<file path="config.mk">
export PLATFORM = sky130hd
export DESIGN_NAME = regfree_pools
export DESIGN_NICKNAME = d
export VERILOG_FILES = /design/src/rtl/regfree_pools.sv
export SDC_FILE = /design/constraint.sdc
export NUM_CORES = 1
export LEC_CHECK = 0
export CORE_MARGIN = 4
export CORE_UTILIZATION = 55
export DETAILED_ROUTE_END_ITERATION = 6
export GPL_TIMING_DRIVEN = 0
export PLACE_DENSITY = 0.86
export SLEW_MARGIN = 30
export SYNTH_ARGS = -nofsm -noshare
export SYNTH_HDL_FRONTEND = slang
export SYNTH_SLANG_ARGS = --single-unit
</file>
<file path="constraint.sdc">
create_clock -name clk -period 4.43 [get_ports clk]
set_input_delay 0.6645 -clock clk [delete_from_list [all_inputs] [get_ports clk]]
set_output_delay 0.6645 -clock clk [all_outputs]
set_load 0.05 [all_outputs]
</file>
<file path="src/rtl/regfree_pools.sv">
module regfree_pools #(
  parameter int INT_PHYS = 12,
  parameter int INT_ARCH = 8,
  parameter int FP_PHYS  = 10,
  parameter int FP_ARCH  = 6,
  parameter int ZERO_IDX = 0,
  localparam int TOTAL = INT_PHYS + FP_PHYS,
  localparam int TAG_W = $clog2(TOTAL),
  localparam int ICW   = $clog2(INT_PHYS + 1),
  localparam int FCW   = $clog2(FP_PHYS + 1)
) (
  input  logic             clk,
  input  logic             rst_n,
  input  logic             ia_valid,
  output logic             ia_ready,
  output logic [TAG_W-1:0] ia_tag,
  input  logic             fa_valid,
  output logic             fa_ready,
  output logic [TAG_W-1:0] fa_tag,
  input  logic             gr_valid,
  input  logic [TAG_W-1:0] gr_tag,
  input  logic             ir_valid,
  input  logic [TAG_W-1:0] ir_tag,
  input  logic             fr_valid,
  input  logic [TAG_W-1:0] fr_tag,
  output logic             int_nonempty,
  output logic [ICW-1:0]   int_count,
  output logic             fp_nonempty,
  output logic [FCW-1:0]   fp_count,
  output logic             underflow_err,
  output logic             overflow_err
);
  localparam int MAXD = (INT_PHYS > FP_PHYS) ? INT_PHYS : FP_PHYS;
  localparam int PW   = $clog2(MAXD);
  localparam int CW   = $clog2(MAXD + 1);

  logic [1:0]       pop_req, rdy, push_a, push_b, ovf;
  logic [TAG_W-1:0] data_b [2];
  logic [TAG_W-1:0] head_tag [2];
  logic [CW-1:0]    cnt [2];
  wire  [TAG_W:0]   gt = {1'b0, gr_tag};

  assign pop_req   = {fa_valid, ia_valid};
  assign push_a[0] = gr_valid && (gt < (TAG_W+1)'(INT_PHYS)) && (gt != (TAG_W+1)'(ZERO_IDX));
  assign push_a[1] = gr_valid && (gt >= (TAG_W+1)'(INT_PHYS)) && (gt < (TAG_W+1)'(TOTAL))
                     && (gt != (TAG_W+1)'(ZERO_IDX + INT_PHYS));
  assign push_b    = {fr_valid, ir_valid};
  assign data_b[0] = ir_tag;
  assign data_b[1] = fr_tag;

  for (genvar p = 0; p < 2; p++) begin : g_pool
    localparam int DEPTH = (p == 0) ? INT_PHYS : FP_PHYS;
    localparam int ARCH  = (p == 0) ? INT_ARCH : FP_ARCH;
    localparam int BASE  = (p == 0) ? 0 : INT_PHYS;
    localparam int FREE0 = DEPTH - ARCH;

    logic [TAG_W-1:0] mem [DEPTH];
    logic [PW-1:0]    head, tail, tail1, wp_b;
    logic [CW-1:0]    c;
    logic [CW:0]      room;
    logic             pop, acc_a, acc_b;

    function automatic logic [PW-1:0] nxt(input logic [PW-1:0] v);
      return (int'(v) == DEPTH - 1) ? '0 : v + 1'b1;
    endfunction

    assign rdy[p]      = (c != '0);
    assign cnt[p]      = c;
    assign head_tag[p] = rdy[p] ? mem[head] : '0;
    assign pop         = pop_req[p] && rdy[p];
    assign room        = (CW+1)'(DEPTH) - {1'b0, c} + (CW+1)'(pop);
    assign acc_a       = push_a[p] && (room != '0);
    assign acc_b       = push_b[p] && (room > (CW+1)'(acc_a));
    assign ovf[p]      = (push_a[p] && !acc_a) || (push_b[p] && !acc_b);
    assign tail1       = nxt(tail);
    assign wp_b        = acc_a ? tail1 : tail;

    always_ff @(posedge clk or negedge rst_n) begin
      if (!rst_n) begin
        head <= '0;
        tail <= PW'(FREE0 % DEPTH);
        c    <= CW'(FREE0);
      end else begin
        if (pop) head <= nxt(head);
        if (acc_a || acc_b) tail <= (acc_a && acc_b) ? nxt(tail1) : tail1;
        c <= c - CW'(pop) + CW'(acc_a) + CW'(acc_b);
      end
    end

    always_ff @(posedge clk or negedge rst_n) begin
      if (!rst_n) begin
        for (int i = 0; i < DEPTH; i++)
          mem[i] <= (i < FREE0) ? TAG_W'(BASE + ARCH + i) : '0;
      end else begin
        for (int i = 0; i < DEPTH; i++) begin
          if (acc_a && int'(tail) == i) mem[i] <= gr_tag;
          if (acc_b && int'(wp_b) == i) mem[i] <= data_b[p];
        end
      end
    end
  end

  assign ia_ready     = rdy[0];
  assign ia_tag       = head_tag[0];
  assign int_nonempty = rdy[0];
  assign int_count    = ICW'(cnt[0]);
  assign fa_ready     = rdy[1];
  assign fa_tag       = head_tag[1];
  assign fp_nonempty  = rdy[1];
  assign fp_count     = FCW'(cnt[1]);

  always_ff @(posedge clk or negedge rst_n) begin
    if (!rst_n) begin
      underflow_err <= 1'b0;
      overflow_err  <= 1'b0;
    end else begin
      underflow_err <= underflow_err | (ia_valid & ~rdy[0]) | (fa_valid & ~rdy[1]);
      overflow_err  <= overflow_err | (|ovf);
    end
  end
endmodule

</file>
; After elaboration in Yosys (flattened, before gate mapping)
; Index checks and enable logic that the tools add are counted.
[word_totals]
output_inout_bits = 24
reg_bits = 136
[op_classes]
order_cmp = 7
n_addsub = 16
n_mux = 62
eq_ne = 45
reduce_logical = 101
bitwise_logic = 9
[op_table]
columns = op, n
row1 = two-way mux 5 bit, 50
row2 = equality test 4 bit (second input constant), 32
row3 = logical AND 1 bit, 61
row4 = nonzero test 2 bit, 22
row5 = binary-select mux 5 bit (select 4 bit), 2
row6 = two-way mux 4 bit, 10
row7 = equality test 4 x 3 -> 1 bit (second input constant), 8
row8 = adder 4 x 1 -> 4 bit (second input constant), 6
row9 = adder 4 x 1 -> 4 bit, 4
row10 = equality test 4 x 2 -> 1 bit (second input constant), 4
row11 = zero test 4 bit, 4
row12 = adder 5 x 1 -> 5 bit, 2
row13 = greater-or-equal comparator 5 bit (second input constant), 2
row14 = > comparator 5 x 1 -> 1 bit, 2
row15 = inverter 4 -> 5 bit, 2
row16 = nonzero test 5 bit, 2
row17 = subtractor 4 x 4 -> 5 bit (first input constant), 2
row18 = nonzero test 4 bit, 2
row19 = subtractor 4 x 1 -> 4 bit, 2
row20 = nonzero test 6 bit, 1
row21 = greater-or-equal comparator 5 x 4 -> 1 bit (second input constant), 1
row22 = < comparator 5 x 4 -> 1 bit (second input constant), 1
row23 = < comparator 5 bit (second input constant), 1
row24 = inequality test 5 x 4 -> 1 bit (second input constant), 1
row25 = other kinds (6), 16

; Depth between registers and ports, before layout
[logic_depth]
word_depth = 12
ltp_mapped = 23

; Least setup slack after synthesis
; No wires, ideal clock.
[synth_timing]
path_kind = register to register
start = register g_pool[0].c[2] (netlist: int_count[2])
end = register g_pool[0].c[1] (netlist: int_count[1])
slack_ns = -0.946
stages_incl_launch_ff = 22
period_less_slack_ns = 5.376
t_arrival_ns = 5.240
required_ns = 4.294
cell_sequence = dfstp_2 > inv_1 > ha_1 > and3_1 > clkbuf_1 > inv_1 > nand2_1 > ha_1 > inv_1 > ha_1 > a21boi_0 > nor3_1 > a31oi_2 > buf_2 > ha_1 > or2_2 > a41oi_1 > clkbuf_1 > inv_1 > fa_1 > inv_1 > fa_1
[synth_via]
elab_chain_len = 8
[synth_rtl]
columns = element, line_no
row1 = start: declaration, 59  ; logic [CW-1:0] c;
row2 = start signal: assignment, 82  ; c <= CW'(FREE0);
row3 = start signal: assignment, 86  ; c <= c - CW'(pop) + CW'(acc_a) + CW'(acc_b);
row4 = nonzero test 4 bit *, 67  ; assign rdy[p] = (c != '0);
row5 = net ia_ready, 15  ; output logic ia_ready,
row6 = logical AND 1 bit *, 70  ; assign pop = pop_req[p] && rdy[p];
row7 = adder 5 x 1 -> 5 bit, 71  ; assign room = (CW+1)'(DEPTH) - {1'b0, c} + (CW+1)'(pop);
row8 = nonzero test 5 bit, 72  ; assign acc_a = push_a[p] && (room != '0);
row9 = logical AND 1 bit, 72
row10 = > comparator 5 x 1 -> 1 bit, 73  ; assign acc_b = push_b[p] && (room > (CW+1)'(acc_a));
row11 = logical AND 1 bit, 73
row12 = adder 4 x 1 -> 4 bit *, 86
; The timed path passes the listed nets; every way through them passes the cells marked *.
; A chain may end at the register's enable or synchronous reset.

; Worst setup path in the final report
[layout_timing]
start = register g_pool[1].c[2] (netlist: fp_count[2])
end = register g_pool[1].mem[22] in the netlist's numbering
[layout_via]
elab_chain_len = 9
[layout_rtl]
columns = element, line_no
row1 = start: declaration, 59
row2 = start signal: assignment, 82
row3 = start signal: assignment, 86
row4 = branches (longest 2 deep; another with subtractor 4 x 4 -> 5 bit), -
row5 = adder 5 x 1 -> 5 bit *, 71
row6 = nonzero test 5 bit, 72
row7 = logical AND 1 bit, 72
row8 = > comparator 5 x 1 -> 1 bit / two-way mux 4 bit (equally long branches), "73, 76"
row9 = logical AND 1 bit / equality test 4 bit (equally long branches), "73, 97"
row10 = logical AND 1 bit, 97  ; if (acc_b && int'(wp_b) == i) mem[i] <= data_b[p];
row11 = two-way mux 5 bit / nonzero test 2 bit (equally long branches), -
row12 = end signal: indexed assignment, 93  ; mem[i] <= (i < FREE0) ? TAG_W'(BASE + ARCH + i) : '0;
row13 = end: declaration, 57  ; logic [TAG_W-1:0] mem [DEPTH];
; Mark *: on every way between the ends.

==> metrics.txt <==
sequential-to-total area share from yosys stat 38.3%; initial antenna violation count 0; ANT cells 0; core area 15900 um^2; ys flop type dfrtp_1; FMAX 237 MHz; crit-path cells inv_2 > ha_2 > nand2_8 > nand2_2 > ha_4 > ha_2 > o31ai_4 > o2111ai_4 > buf_6 > nand2_1 > inv_1 > ha_1 > or2_2 > o2111ai_2 > nand2_2 > buf_4 > a2111oi_4 > mux2_2; switching power 3420 uW; Final setup violation count 0; NumNets Final 880; Post-synth top cells 198 x mux2_2, 114 x dfrtp_1, 36 x nand2_1; Worst EP arrival 4530 ps; outcome finished, final reports clean; sequential power share 27.6%; Vias 6471; top cells by area, synth dfrtp_1 32%, mux2_2 25%, mux4_2 6.5%; share of the synthesized area in the top cell type 31.9%; gr usage total 25.1%; clock power share 17.1%; Max stage delay on crit path 650 ps; max-cap viol count 0; root buf cell clkbuf_16; CTS sink cnt 136; Setup Crit Path Kind flop to flop; Detail Route Antenna Nets 0; PortBufs 45; largest net degree at the start of global routing 82; Int Power 5030 uW; Final min period 4220 ps; Yosys cell types 62; cell row count 46; Routed WL per cell 20.9 um; share of cells above drive strength 1 43.6%; io pins 46; DIE AREA 18400 um^2; WL final 22.2 mm; Worst Setup End Kind flop; Comb power frac 55.3%; Initial Util 56.3%; die height 136 um; slew margin rel. 44.8%; post-synth top area cell dfrtp_1; Req. time, crit path 4740 ps; CTS clk-pin slew, worst paths 60 ps; hold slack 151 ps; Final GP Congestion 0.847; syn avg cell area 12.0 um^2; most numerous cell in the Yosys netlist mux2_2; Detailed Routing Iterations Pass 1 5; Vias per Instance 6.12; GR Util met3 4.46%; cts hold-fix bufs 0; post-synth net total 798; Post-synth EDFFs 0; Worst setup SP type flop; pwr/cell area 789 nW/um^2; Worst Path Max Fanout 9; Worst Skew 5.27 ps; TNS Setup 0 ps; DRT iter0 DRCs 480; clock insertion delay at the later pin of the skew report 420 ps; cts bufs inserted 17; switching part of the total 40.5%; Worst Max-Slew Pin Slew 829 ps; Slew Limit Fails 0; DP HPWL 15.0 mm; CTS tree built; synthesis-to-finish area growth 19.6%; worst vdd ir 0.528 mV; Hold/Removal Path Class input port to asynchronous set/reset pin; Remaining Overflow, GRT 0; Final Hold Fails 0; DRC violations left 0; Lkg Pwr 0.00452 uW; Synth async-reset ratio 100%; Post-Synthesis Cells 747; clk buf depth 2; Seq cells post-synth 136; GR Layer Usage met1 32.2%; met2 Use GR 42.8%; Crit-path slowest cell dfstp_4; Mapped Area 8950 um^2; vias in the first global route 6636; period utilization 95.2%; die width 136 um; first-pass GRT wire length 35.8 mm; yosys warns 0; H-tree levels 4; grt peak-use layer met2
-- power by group through the flow --
stage	combinational (uW)	sequential [uW]	clock, uW
after detailed placement	4460	2320	0
after global placement	4330	2280	0
after global routing	5060	2390	1520
after floorplan	3360	2350	0
after CTS	4570	2310	1460
final	4670	2330	1450
-- cell type report --
type	count	area, um^2
Fill cell	1150	5180
Tap cell	216	270
Multi-Input combinational cell	530	5360
Buffer	49	279
Clock buffer	23	488
Inverter	32	129
Sequential cell	136	3440
Timing Repair Buffer	63	618
Clock inverter	9	116
-- per-stage QoR --
step,instances,util (%),total power [uW],cell area (um^2),worst slack [ps]
after floorplan,747,-,5710,9140,-14.6
after global placement,1008,62.1,6610,9860,-3410
after detailed placement,1009,62.3,6780,9890,-511
after CTS,1047,66.5,8340,10600,6.98
after global routing,1058,67.4,8960,10700,-2.83
final,1058,67.4,8450,10700,211
-- repair_timing --
item / 4_1_cts / 5_1_grt
gates cloned: 0 / 0
buffers inserted: 6 / 11
gates resized for setup: 5 / 13
pin swaps: 7 / 11
setup endpoints to repair: 90 / 85
hold endpoints to repair: 0 / 0
-- registers in the layout, indices dropped and copies added, names as in the netlist --
register and count:
g_pool.head 8, overflow_err 1, int_count 4, g_pool.mem 110
g_pool.tail 8, fp_count 4, underflow_err 1
-- path summary, 6_finish.rpt --
| check | slack [ps] | end | cells after the start | start |
|---|---|---|---|---|
| min in group clk | 470 | underflow_err$_DFF_PN0_ | 2 | underflow_err$_DFF_PN0_ |
| setup reg to reg | 210 | g_pool[1].mem[22]$_DFFE_PN0P_ | 18 | fp_count[2]$_DFF_PN1_ |
| hold reg to reg | 470 | underflow_err$_DFF_PN0_ | 2 | underflow_err$_DFF_PN0_ |
| max in group asynchronous | 3520 | g_pool[1].mem[44]$_DFFE_PN1P_ | 2 | rst_n |
| setup / recovery | 210 | g_pool[1].mem[22]$_DFFE_PN0P_ | 18 | fp_count[2]$_DFF_PN1_ |
| hold / removal | 150 | int_count[3]$_DFF_PN0_ | 1 | rst_n |
-- routing by layer --
layer	share of wire [%]	wire, um
met4	2.8	612
met3	4.5	1000
met2	51	11300
met1	42	9280
met5	0	0
-- critical path: cells and delay by family (launching register included) --
| family | cells | cell delay, ps |
|---|---|---|
| buffers and inverters | 4 | 430 |
| multiplexers | 1 | 410 |
| adder cells (fa/ha/maj) | 4 | 860 |
| AO/OA/AOI/OAI | 4 | 1010 |
| AND/OR/NAND/NOR | 5 | 720 |
| flip-flops | 1 | 650 |
-- kinds of logic after synthesis --
family | synth area share [%]
simple gates | 9.06
fa+ha+maj | 4.50
flops | 38.3
mux | 35.4
compound gates | 7.73
xor+xnor | 1.08
buf+inv | 3.86
-- cells in the final DEF (no fill, tap or decap), drive strengths merged, types with 3 or more instances in the layout --
cell	instances
nor3	6
buf	37
mux2	198
a21o	7
o22ai	6
or2	3
and3	5
xor2	5
inv	32
a41oi	3
dfrtp	114
clkdlybuf4s50	44
a21oi	16
nand4b	10
clkbuf	53
nand4	19
nand2b	4
mux4	26
fa	4
a22oi	3
a2111oi	5
nand2	36
o211ai	6
xnor2	6
and2	7
mux2i	35
nand3	15
ha	25
a211oi	3
nor2b	9
dfstp	22
clkinvlp	5
o21ai	15
a311oi	3
nor2	29
(Power assumes the default switching activity.)
